--- src/rtl/dispatch_alloc_pkg.sv ---
package dispatch_alloc_pkg;
    localparam int OP_W      = 6;
    localparam int NUM_UNITS = 4;
    localparam int UNIT_W    = $clog2(NUM_UNITS);
    localparam int LINK_BIT  = 0;
    localparam int COUNT_BIT = 1;
    localparam logic [2:0] BRANCH_CLASS = 3'b111;

    typedef struct packed {
        logic              is_br;
        logic              needs_ren;
        logic              needs_cq;
        logic [UNIT_W-1:0] unit;
    } slot_info_t;
endpackage

--- src/rtl/dsp_slot_decode.sv ---
module dsp_slot_decode
    import dispatch_alloc_pkg::*;
(
    input  logic [OP_W-1:0] op_i,
    output slot_info_t      info_o
);
    logic is_br;

    always_comb begin
        is_br            = (op_i[OP_W-1 -: 3] == BRANCH_CLASS);
        info_o.is_br     = is_br;
        info_o.needs_ren = !is_br;
        info_o.needs_cq  = !is_br || op_i[LINK_BIT] || op_i[COUNT_BIT];
        info_o.unit      = is_br ? '0 : op_i[OP_W-1 -: UNIT_W];
    end
endmodule

--- src/rtl/dsp_free_pool.sv ---
module dsp_free_pool #(
    parameter int DEPTH   = 8,
    parameter int CW      = $clog2(DEPTH + 1),
    parameter int ALLOC_W = 2,
    parameter int REL_W   = 2
) (
    input  logic               clk,
    input  logic               rst_n,
    input  logic [ALLOC_W-1:0] alloc_i,
    input  logic [REL_W-1:0]   rel_i,
    input  logic               flush_i,
    input  logic [CW-1:0]      flush_val_i,
    output logic [CW-1:0]      free_o
);
    localparam int SW = CW + 2;

    typedef struct packed {
        logic [CW-1:0] free;
    } pool_state_t;

    pool_state_t st_d, st_q;
    logic [SW-1:0] sum;

    always_comb begin
        st_d = st_q;
        sum  = SW'(st_q.free) - SW'(alloc_i) + SW'(rel_i);
        if (flush_i) st_d.free = flush_val_i;
        else         st_d.free = CW'(sum);
    end

    always_ff @(posedge clk) begin
        if (!rst_n) st_q.free <= CW'(DEPTH);
        else        st_q      <= st_d;
    end

    assign free_o = st_q.free;

    assert_no_overflow_R6: assert property (@(posedge clk) disable iff (!rst_n)
        free_o <= CW'(DEPTH));
    assert_alloc_within_free_R6: assert property (@(posedge clk) disable iff (!rst_n)
        SW'(alloc_i) <= SW'(free_o));
    assert_free_update_R6: assert property (@(posedge clk) disable iff (!rst_n)
        !flush_i |=> free_o == CW'(SW'($past(free_o)) - SW'($past(alloc_i)) + SW'($past(rel_i))));
    assert_flush_restore_R7: assert property (@(posedge clk) disable iff (!rst_n)
        flush_i |=> free_o == $past(flush_val_i));
endmodule

--- src/rtl/dsp_group_select.sv ---
module dsp_group_select
    import dispatch_alloc_pkg::*;
#(
    parameter int NUM_SLOTS = 3,
    parameter int REN_CW    = 4,
    parameter int CQ_CW     = 3,
    parameter int ALLOC_W   = $clog2(NUM_SLOTS + 1)
) (
    input  logic                              clk,
    input  logic                              rst_n,
    input  slot_info_t [NUM_SLOTS-1:0]        info_i,
    input  logic [NUM_SLOTS-1:0]              vld_i,
    input  logic [NUM_UNITS-1:0]              unit_rdy_i,
    input  logic [REN_CW-1:0]                 ren_free_i,
    input  logic [CQ_CW-1:0]                  cq_free_i,
    input  logic                              flush_i,
    output logic [NUM_SLOTS-1:0]              disp_vld_o,
    output logic [NUM_SLOTS-1:0][UNIT_W-1:0]  disp_unit_o,
    output logic [ALLOC_W-1:0]                disp_cnt_o,
    output logic [ALLOC_W-1:0]                ren_alloc_o,
    output logic [ALLOC_W-1:0]                cq_alloc_o
);
    localparam int MAX_NB = NUM_SLOTS - 1;

    logic [NUM_SLOTS-1:0] br_mask;

    for (genvar g = 0; g < NUM_SLOTS; g++) begin : g_mask
        assign br_mask[g] = info_i[g].is_br;
    end

    always_comb begin
        logic               stop;
        logic               go;
        logic [ALLOC_W-1:0] nb;
        logic [ALLOC_W-1:0] cnt;
        logic [REN_CW-1:0]  ru;
        logic [CQ_CW-1:0]   cu;
        stop        = flush_i;
        nb          = '0;
        cnt         = '0;
        ru          = '0;
        cu          = '0;
        disp_vld_o  = '0;
        disp_unit_o = '0;
        for (int i = 0; i < NUM_SLOTS; i++) begin
            go = 1'b0;
            if (!stop && vld_i[i]) begin
                if (info_i[i].is_br)
                    go = !info_i[i].needs_cq || (cu < cq_free_i);
                else
                    go = (nb < ALLOC_W'(MAX_NB)) && unit_rdy_i[info_i[i].unit]
                         && (ru < ren_free_i) && (cu < cq_free_i);
            end
            if (go) begin
                disp_vld_o[i] = 1'b1;
                cnt = cnt + ALLOC_W'(1);
                if (!info_i[i].is_br) begin
                    disp_unit_o[i] = info_i[i].unit;
                    nb = nb + ALLOC_W'(1);
                end
                if (info_i[i].needs_ren) ru = ru + REN_CW'(1);
                if (info_i[i].needs_cq)  cu = cu + CQ_CW'(1);
            end else begin
                stop = 1'b1;
            end
        end
        disp_cnt_o  = cnt;
        ren_alloc_o = ALLOC_W'(ru);
        cq_alloc_o  = ALLOC_W'(cu);
    end

    assert_nonbranch_limit_R2: assert property (@(posedge clk) disable iff (!rst_n)
        $countones(disp_vld_o & ~br_mask) <= MAX_NB);
    assert_in_order_R3: assert property (@(posedge clk) disable iff (!rst_n)
        ((disp_vld_o >> 1) & ~disp_vld_o) == '0);
    assert_count_match_R3: assert property (@(posedge clk) disable iff (!rst_n)
        $countones(disp_vld_o) == int'(disp_cnt_o));
    assert_invalid_blocks_R8: assert property (@(posedge clk) disable iff (!rst_n)
        (disp_vld_o & ~vld_i) == '0);
    assert_flush_quiet_R7: assert property (@(posedge clk) disable iff (!rst_n)
        flush_i |-> (disp_vld_o == '0 && ren_alloc_o == '0 && cq_alloc_o == '0));
    assert_ren_bound_R4: assert property (@(posedge clk) disable iff (!rst_n)
        REN_CW'(ren_alloc_o) <= ren_free_i);
    assert_cq_bound_R9: assert property (@(posedge clk) disable iff (!rst_n)
        CQ_CW'(cq_alloc_o) <= cq_free_i);
endmodule

--- src/rtl/dispatch_alloc3.sv ---
module dispatch_alloc3
    import dispatch_alloc_pkg::*;
#(
    parameter int NUM_SLOTS = 3,
    parameter int REN_DEPTH = 8,
    parameter int CQ_DEPTH  = 6,
    parameter int REL_W     = 2,
    localparam int REN_CW   = $clog2(REN_DEPTH + 1),
    localparam int CQ_CW    = $clog2(CQ_DEPTH + 1),
    localparam int ALLOC_W  = $clog2(NUM_SLOTS + 1)
) (
    input  logic                              clk,
    input  logic                              rst_n,
    input  logic [NUM_SLOTS-1:0]              slot_vld_i,
    input  logic [NUM_SLOTS-1:0][OP_W-1:0]    slot_op_i,
    input  logic [NUM_UNITS-1:0]              unit_rdy_i,
    input  logic [REL_W-1:0]                  ren_rel_i,
    input  logic [REL_W-1:0]                  cq_rel_i,
    input  logic                              flush_i,
    input  logic [REN_CW-1:0]                 flush_ren_free_i,
    input  logic [CQ_CW-1:0]                  flush_cq_free_i,
    output logic [NUM_SLOTS-1:0]              disp_vld_o,
    output logic [NUM_SLOTS-1:0][UNIT_W-1:0]  disp_unit_o,
    output logic [ALLOC_W-1:0]                disp_cnt_o,
    output logic [ALLOC_W-1:0]                ren_alloc_o,
    output logic [ALLOC_W-1:0]                cq_alloc_o,
    output logic [REN_CW-1:0]                 ren_free_o,
    output logic [CQ_CW-1:0]                  cq_free_o
);
    slot_info_t [NUM_SLOTS-1:0] info;

    for (genvar s = 0; s < NUM_SLOTS; s++) begin : g_dec
        dsp_slot_decode u_dec (
            .op_i   (slot_op_i[s]),
            .info_o (info[s])
        );
    end

    dsp_group_select #(
        .NUM_SLOTS (NUM_SLOTS),
        .REN_CW    (REN_CW),
        .CQ_CW     (CQ_CW),
        .ALLOC_W   (ALLOC_W)
    ) u_sel (
        .clk         (clk),
        .rst_n       (rst_n),
        .info_i      (info),
        .vld_i       (slot_vld_i),
        .unit_rdy_i  (unit_rdy_i),
        .ren_free_i  (ren_free_o),
        .cq_free_i   (cq_free_o),
        .flush_i     (flush_i),
        .disp_vld_o  (disp_vld_o),
        .disp_unit_o (disp_unit_o),
        .disp_cnt_o  (disp_cnt_o),
        .ren_alloc_o (ren_alloc_o),
        .cq_alloc_o  (cq_alloc_o)
    );

    dsp_free_pool #(
        .DEPTH (REN_DEPTH), .CW (REN_CW), .ALLOC_W (ALLOC_W), .REL_W (REL_W)
    ) u_ren_pool (
        .clk         (clk),
        .rst_n       (rst_n),
        .alloc_i     (ren_alloc_o),
        .rel_i       (ren_rel_i),
        .flush_i     (flush_i),
        .flush_val_i (flush_ren_free_i),
        .free_o      (ren_free_o)
    );

    dsp_free_pool #(
        .DEPTH (CQ_DEPTH), .CW (CQ_CW), .ALLOC_W (ALLOC_W), .REL_W (REL_W)
    ) u_cq_pool (
        .clk         (clk),
        .rst_n       (rst_n),
        .alloc_i     (cq_alloc_o),
        .rel_i       (cq_rel_i),
        .flush_i     (flush_i),
        .flush_val_i (flush_cq_free_i),
        .free_o      (cq_free_o)
    );

    assert_branch_no_unit_R1: assert property (@(posedge clk) disable iff (!rst_n)
        (disp_vld_o[0] && slot_op_i[0][OP_W-1 -: 3] == BRANCH_CLASS) |-> disp_unit_o[0] == '0);
    assert_ren_le_cq_R5: assert property (@(posedge clk) disable iff (!rst_n)
        ren_alloc_o <= cq_alloc_o);
endmodule

--- config.mk ---
export PLATFORM = sky130hd
export DESIGN_NAME = dispatch_alloc3
export DESIGN_NICKNAME = d
export VERILOG_FILES = /design/src/rtl/dispatch_alloc_pkg.sv /design/src/rtl/dsp_slot_decode.sv /design/src/rtl/dsp_free_pool.sv /design/src/rtl/dsp_group_select.sv /design/src/rtl/dispatch_alloc3.sv
export SDC_FILE = /design/constraint.sdc
export NUM_CORES = 1
export LEC_CHECK = 0
export ABC_AREA = 1
export ABC_CLOCK_PERIOD_IN_PS = 4600
export BUFFER_PORTS_ARGS = -buffer_cell sky130_fd_sc_hd__buf_2
export CAP_MARGIN = 10
export CORE_MARGIN = 2
export CORE_UTILIZATION = 25
export DETAILED_ROUTE_END_ITERATION = 8
export PLACE_DENSITY_LB_ADDON = 0.12
export REMOVE_ABC_BUFFERS = 1
export SETUP_SLACK_MARGIN = 0.1
export SYNTH_ARGS = -nofsm -noshare
export SYNTH_HDL_FRONTEND = slang
export SYNTH_SLANG_ARGS = --single-unit
--- constraint.sdc ---
create_clock -name clk -period 4.6 [get_ports clk]
set_input_delay 0.23 -clock clk [delete_from_list [all_inputs] [get_ports clk]]
set_output_delay 0.23 -clock clk [all_outputs]
set_load 0.02 [all_outputs]
# Word-level counts from Yosys, hierarchy flattened
# Index checks and enable logic that the tools add are counted.
[word_totals]
mem_bits_rw = 0
mem_count = 0
latchBits = 0
input_bits = 39
rom_bits = 0
reg_bits = 7
wordCells = 103
output_inout_bits = 22
[op_classes]
n_lt_le_gt_ge = 11
n_addsub = 11
n_div = 0
shifts = 0
n_bitwise = 0
n_mul = 0
n_eq_ne = 3
n_mux = 47
n_reduce_logical = 29
[op_table]
columns = ["operator", "count"]
rows = [
  ["2-to-1 mux 2 bit", 18],
  ["2-to-1 mux 1 bit", 18],
  ["2-to-1 mux 4 bit", 4],
  ["2-to-1 mux 3 bit", 4],
  ["logical AND 1 bit", 11],
  ["equality test 3 bit, second input constant", 3],
  ["logical NOT 1 bit", 9],
  ["logical OR 1 bit", 9],
  ["< comparator 2 x 3 -> 1 bit, second input constant", 3],
  ["adder 2 x 1 -> 2 bit, second input constant", 4],
  ["< comparator 4 bit", 2],
  ["binary-select mux 1 bit (select 2 bit)", 3],
  ["< comparator 3 bit", 2],
  ["adder 4 x 1 -> 4 bit, second input constant", 1],
  ["adder 4 x 2 -> 4 bit", 1],
  ["< comparator 1 x 4 -> 1 bit, first input constant", 1],
  ["< comparator 2 bit, second input constant", 2],
  ["subtractor 4 x 2 -> 4 bit", 1],
  ["adder 3 x 1 -> 3 bit, second input constant", 1],
  ["adder 3 x 2 -> 3 bit", 1],
  ["< comparator 1 x 3 -> 1 bit, first input constant", 1],
  ["subtractor 3 x 2 -> 3 bit", 1],
  ["adder 1 x 1 -> 2 bit, second input constant", 1],
]

# Longest topological paths before layout
[logic_depth]
ltp_word = 26
mapped_depth = 32
depth_no_buf = 32

# Cells and area by module
# From an unflattened synthesis, not the netlist that was laid out.
[hier_totals]
cells_unflattened = 231
hier_area_um2 = 1376.3
[modules_own_cells]
columns = ["mod", "area_each_um2", "seq_area_each_um2", "n_inst", "cells_each"]
rows = [
  ["dsp_group_select", 698.2, 0.0, 1, 128],
  ["dsp_free_pool (u_ren_pool)", 321.6, 80.1, 1, 46],
  ["dsp_free_pool (u_cq_pool)", 221.5, 60.1, 1, 30],
  ["dsp_slot_decode", 45.0, 0.0, 3, 9],
]

# Worst setup path after synthesis
# No wires, ideal clock.
[synth_timing]
path_kind = "register to register"
start = "reg u_ren_pool.st_q (netlist bit u_ren_pool.free_o[2])"
end = "reg u_ren_pool.st_q (netlist bit u_ren_pool.free_o[3])"
arrival_time_ns = 4.172
period_less_slack_ns = 4.295
path_slack_ns = 0.305
setup_ns = 0.123
required_ns = 4.477
path_stages_with_launch = 32
path_buffers = 1
path_cell_list = "dfxtp_1 inv_1 ha_1 inv_1 nor2_1 nand2_1 nand3_1 nand2_1 nand2_1 inv_1 nand2_1 inv_1 ha_1 inv_1 nor2_4 ha_1 nand2_1 nand2_1 nand2_1 nand2_1 nand2_2 nand2_2 buf_6 o21ai_2 fa_1 inv_1 ha_1 nand2_1 nor2_1 a211oi_1 xnor2_1 o21ai_0"
[synth_between]
elab_chain_len = 23
elab_cells_between_ends = 47
cone_classes = "add/sub (6); order compare (7); mux (20); reduce/logical (14)"
[synth_lines]
columns = ["element", "line_no", "text"]
rows = [
  ["start, declared", "dsp_free_pool.sv:21", "pool_state_t st_d, st_q;"],
  ["start signal, assigned", "dsp_free_pool.sv:33", "else st_q <= st_d;"],
  ["branches (longest 19 deep; another with < comparator 1 x 4 -> 1 bit)", "-", ""],
  ["2-to-1 mux 2 bit *", "dsp_group_select.sv:54", "if (go) begin"],
  ["net ren_alloc_o[1]", "dispatch_alloc3.sv:25", "output logic [ALLOC_W-1:0] ren_alloc_o,"],
  ["subtractor 4 x 2 -> 4 bit *", "dsp_free_pool.sv:26", "sum = SW'(st_q.free) - SW'(alloc_i) + SW'(rel_i);"],
  ["adder 4 x 2 -> 4 bit *", "dsp_free_pool.sv:26", ""],
  ["2-to-1 mux 4 bit *", "dsp_free_pool.sv:27", "if (flush_i) st_d.free = flush_val_i;"],
]
# Mark *: on every way through the listed nets, which the timed path passes.
# A chain may end at the register's enable or synchronous reset.

# Worst setup path in the final report
[layout_timing]
start = "reg u_ren_pool.st_q (netlist bit u_ren_pool.free_o[2])"
end = "reg u_cq_pool.st_q (netlist bit u_cq_pool.free_o[2])"
[layout_between]
elab_chain_len = 23
elab_cells_between_ends = 47
cone_classes = "add/sub (6); order compare (7); mux (20); reduce/logical (14)"
[layout_lines]
columns = ["element", "line_no"]
rows = [
  ["branches (longest 19 deep; another with < comparator 1 x 4 -> 1 bit)", "-"],
  ["2-to-1 mux 2 bit *", "dsp_group_select.sv:54"],
  ["subtractor 3 x 2 -> 3 bit *", "dsp_free_pool.sv:26"],
  ["adder 3 x 2 -> 3 bit *", "dsp_free_pool.sv:26"],
  ["2-to-1 mux 3 bit *", "dsp_free_pool.sv:27"],
  ["end signal, assigned", "dsp_free_pool.sv:33"],
  ["end, declared", "dsp_free_pool.sv:21"],
]
# Every way passes the cells marked *.

==> results.txt <==
----------------------------------------------------
[STA]
  Worst Tran Pin Value ... slightly above 400 ps
  RSZ-0062 raised after global routing ... no
  Final hold violations ... 0
  Relative slew slack ... 72.5%
  Share of the clock period used by the worst path after layout ... about 90%
  Clock period minus final worst setup slack ... ~4100 ps
  Maximum clock frequency ... roughly 0.24 GHz
  Count of endpoints failing setup in the final report ... 0
  Count of final max-slew check failures ... 0
  Worst Clk Skew ... about 0.21 ps
  Final-layout setup total negative slack ... 0 ps

[Pwr]
  Maximum VDD drop ... approximately 0.00019 V
  P_leak ... 1.06 nW
  Power density cells ... ~200 mW/mm2

[Synthesis]
  Cell count after synthesis ... just over 200
  Top post-synthesis cells by area ... inv_1, nand2_1, ha_1, dfxtp_1, fa_1
  Number of warnings printed during yosys synthesis ... 0
  Synth Register Bits ... 7
  Sequential share of the synthesized area ... around 11%
  Cell taking the most area after synthesis ... inv_1
  Unique cell type count in the Yosys netlist ... 24
  Mapped cell area ... around 0.0013 mm2
  Average instance area after synthesis ... 6.29 um2
  Fraction of post-synthesis cell area in the top cell type by area ... 13.6%

[Layout]
  Summed area of non-filler cells in the final layout ... roughly 0.0018 mm2
  Number of antenna cells inserted ... 0
  Net count, final ... approximately 330
  Ratio of cells with drive above 1 in the final layout ... 34.5%
  Area growth from synthesis to layout ... 38.9%

[GRT]
  Total routing resource utilization after global routing ... 11.7%
  Largest net degree at the start of global routing ... 10
  Global-route wire length before repair ... between 5 and 6 mm
  Vias in the first global route ... between 1000 and 1500
  Final global-route overflow total ... 0
  Initial antenna violation count ... 0

[Setup path]
  Number of cells traversed by the worst register-to-register path ... 29
  Start-to-end type of the worst setup path ... reg -> reg
  Slowest cell delay on critical path ... about 500 ps
  Startpoint Class ... register
  Category of the worst setup path capture point ... register
  Critical Path Most Common Cell ... inv_1
  Maximum fanout along the worst path ... 6
  Crit path max-delay cell type ... fa_1
  Required time at the worst-slack endpoint ... ~4700 ps
  Critical Path AT ... 4190 ps

[Clocking]
  CTS Sinks ... 7
  CTS Hold Bufs ... 0
  Clock tree from TritonCTS ... yes
  H-tree levels ... 1
  Clock insertion delay at the later pin of the skew report ... between 200 and 250 ps
  Clk buf depth ... 2
  Clock-pin slew on the worst setup and hold paths ... ~40 ps
  Number of CTS-inserted buffers ... 3
  Root Driver ... clkbuf_8

[Flow run]
  Max-capacitance violation count ... 0

[Floorplanning]
  Vertical extent of the die ... around 76 um
  Count of boundary I/O pins ... 61
  Std-Cell Rows ... 26
  Initial Utilization ... about 26%
  Core Footprint ... between 0.005 and 0.006 mm2
  Die Area ... just under 0.006 mm2
  Overall die width ... 76.0 um

[Drt]
  Count of unresolved DRC violations after routing ... 0
  Drt total wl ... between 3 and 4 mm
  Vias after detailed routing ... roughly 1400
  Initial drt markers ... 27
  ANT nets after route ... 0
  Post-DR vias/cell ... 4.06
  Post-detailed-route wirelength per cell ... 9.85 um
  Iteration count of the initial detailed-routing pass ... 4

[Place]
  Detailed placement HPWL ... 2.96 mm
  Port buffer count ... 57
  Weighted congestion at the end of routability-driven global placement ... just under 0.8
  Dpl cell area ... between 0.0015 and 0.002 mm2

[Outcome]
  Outcome ... finished, final reports clean

[Worst hold path]
  Depth of the worst hold-timing path ... 3
  Type of the tightest min-delay check ... in -> reg

----------------------------------------------------
## worst max-delay path: cells and delay by family, from the launching register on
family	cells	cell delay [ps]
buffers and inverters	8	580
AOI/OAI and AO/OA	2	150
DFF	1	310
xor gates and xnor gates	2	340
and+or+nand+nor	12	1060
adders and majority gates	5	1530
## metrics by stage
stage	hold slack [ps]	std cells	worst slack (ps)	utilization [%]	power [mW]
3_3_place_gp	440	336	191	33.4	0.267
6_report	215	345	512	35.7	0.354
3_5_place_dp	447	336	186	33.4	0.267
4_1_cts	217	340	179	34.3	0.354
2_1_floorplan	314	204	313	-	0.204
5_1_grt	239	345	79.7	35.7	0.392
## Yosys cell counts
cell type  count
a211oi_1       1
a21oi_1        6
and2_1         1
buf_6          2
dfxtp_1        7
fa_1           4
ha_1          13
inv_1         47
nand2_1       47
nand2_2        7
nand3_1       13
nand3_2        3
nand3_4        2
nand3b_1       3
nand4_1        3
nor2_1        20
nor2_2         2
nor2_4         3
nor3_1         2
nor3_2         1
o21ai_0        8
o21ai_2        3
xnor2_1        4
xor2_1         4
## routing by layer
layer / GRT usage (%) / vias to the layer above / part of all wire, %
met3: 2.49 / 2 / 6.3
met2: 18.8 / 41 / 43
met4: 2.55 / 0 / 0.12
li1: - / 774 / -
met5: 0 / - / 0
met1: 16.1 / 585 / 51
## report_power, final
group          internal [mW]  leakage (nW)  switching (mW)  total [mW]
clock                 0.0598        0.0228          0.0246      0.0843
combinational         0.0795         0.980           0.113       0.193
sequential            0.0697        0.0586         0.00754      0.0773
total                  0.209          1.06           0.145       0.354
## registers in the layout, summed over array words and instances (netlist names)
name               cells
u_cq_pool.free_o       3
u_ren_pool.free_o      4
## what timing repair did
action | 4_1_cts | 5_1_grt
resized for setup | 0 | 9
setup buffers | 0 | 5
endpoints found under the setup margin | 0 | 5
## cell type report
cell class	instances	area, um2
Tap cell	70	87.6
Timing Repair Buffer	67	364
Sequential cell	7	140
Inverter	47	176
Fill cell	578	3240
Clock buffer	4	45.0
Multi-Input combinational cell	150	986
## final timing paths
kind                                          to                            start  slack [ps]
setup reg to reg  u_cq_pool.free_o[2]$_SDFF_PN1_  u_ren_pool.free_o[2]$_SDFF_PN0_         510
setup / recovery  u_cq_pool.free_o[2]$_SDFF_PN1_  u_ren_pool.free_o[2]$_SDFF_PN0_         510
hold / removal    u_cq_pool.free_o[1]$_SDFF_PN1_               flush_cq_free_i[1]         220
hold reg to reg   u_cq_pool.free_o[2]$_SDFF_PN1_   u_cq_pool.free_o[2]$_SDFF_PN1_         640
## logic make-up (layout without fill, tap and decap cells)
family / after synthesis / in the layout / synth area share, %
AOI/OAI and AO/OA: 18 / 18 / 8.02
and+or+nand+nor: 107 / 107 / 41.6
adders and majority gates: 17 / 17 / 18.7
xor gates and xnor gates: 8 / 8 / 5.41
buffers and inverters: 49 / 118 / 15.4
DFF: 7 / 7 / 10.8
## layout by cell type, fill, tap and decap left out, drive strengths merged
master  instances
nand2          54
nand3          18
a21oi           6
nor2           25
clkbuf          4
nor3            3
dfxtp           7
o21ai          11
a211oi          1
nand4           3
inv            47
xnor2           4
nand3b          3
ha             13
xor2            4
buf            67
and2            1
fa              4
(Power assumes the default switching activity.)
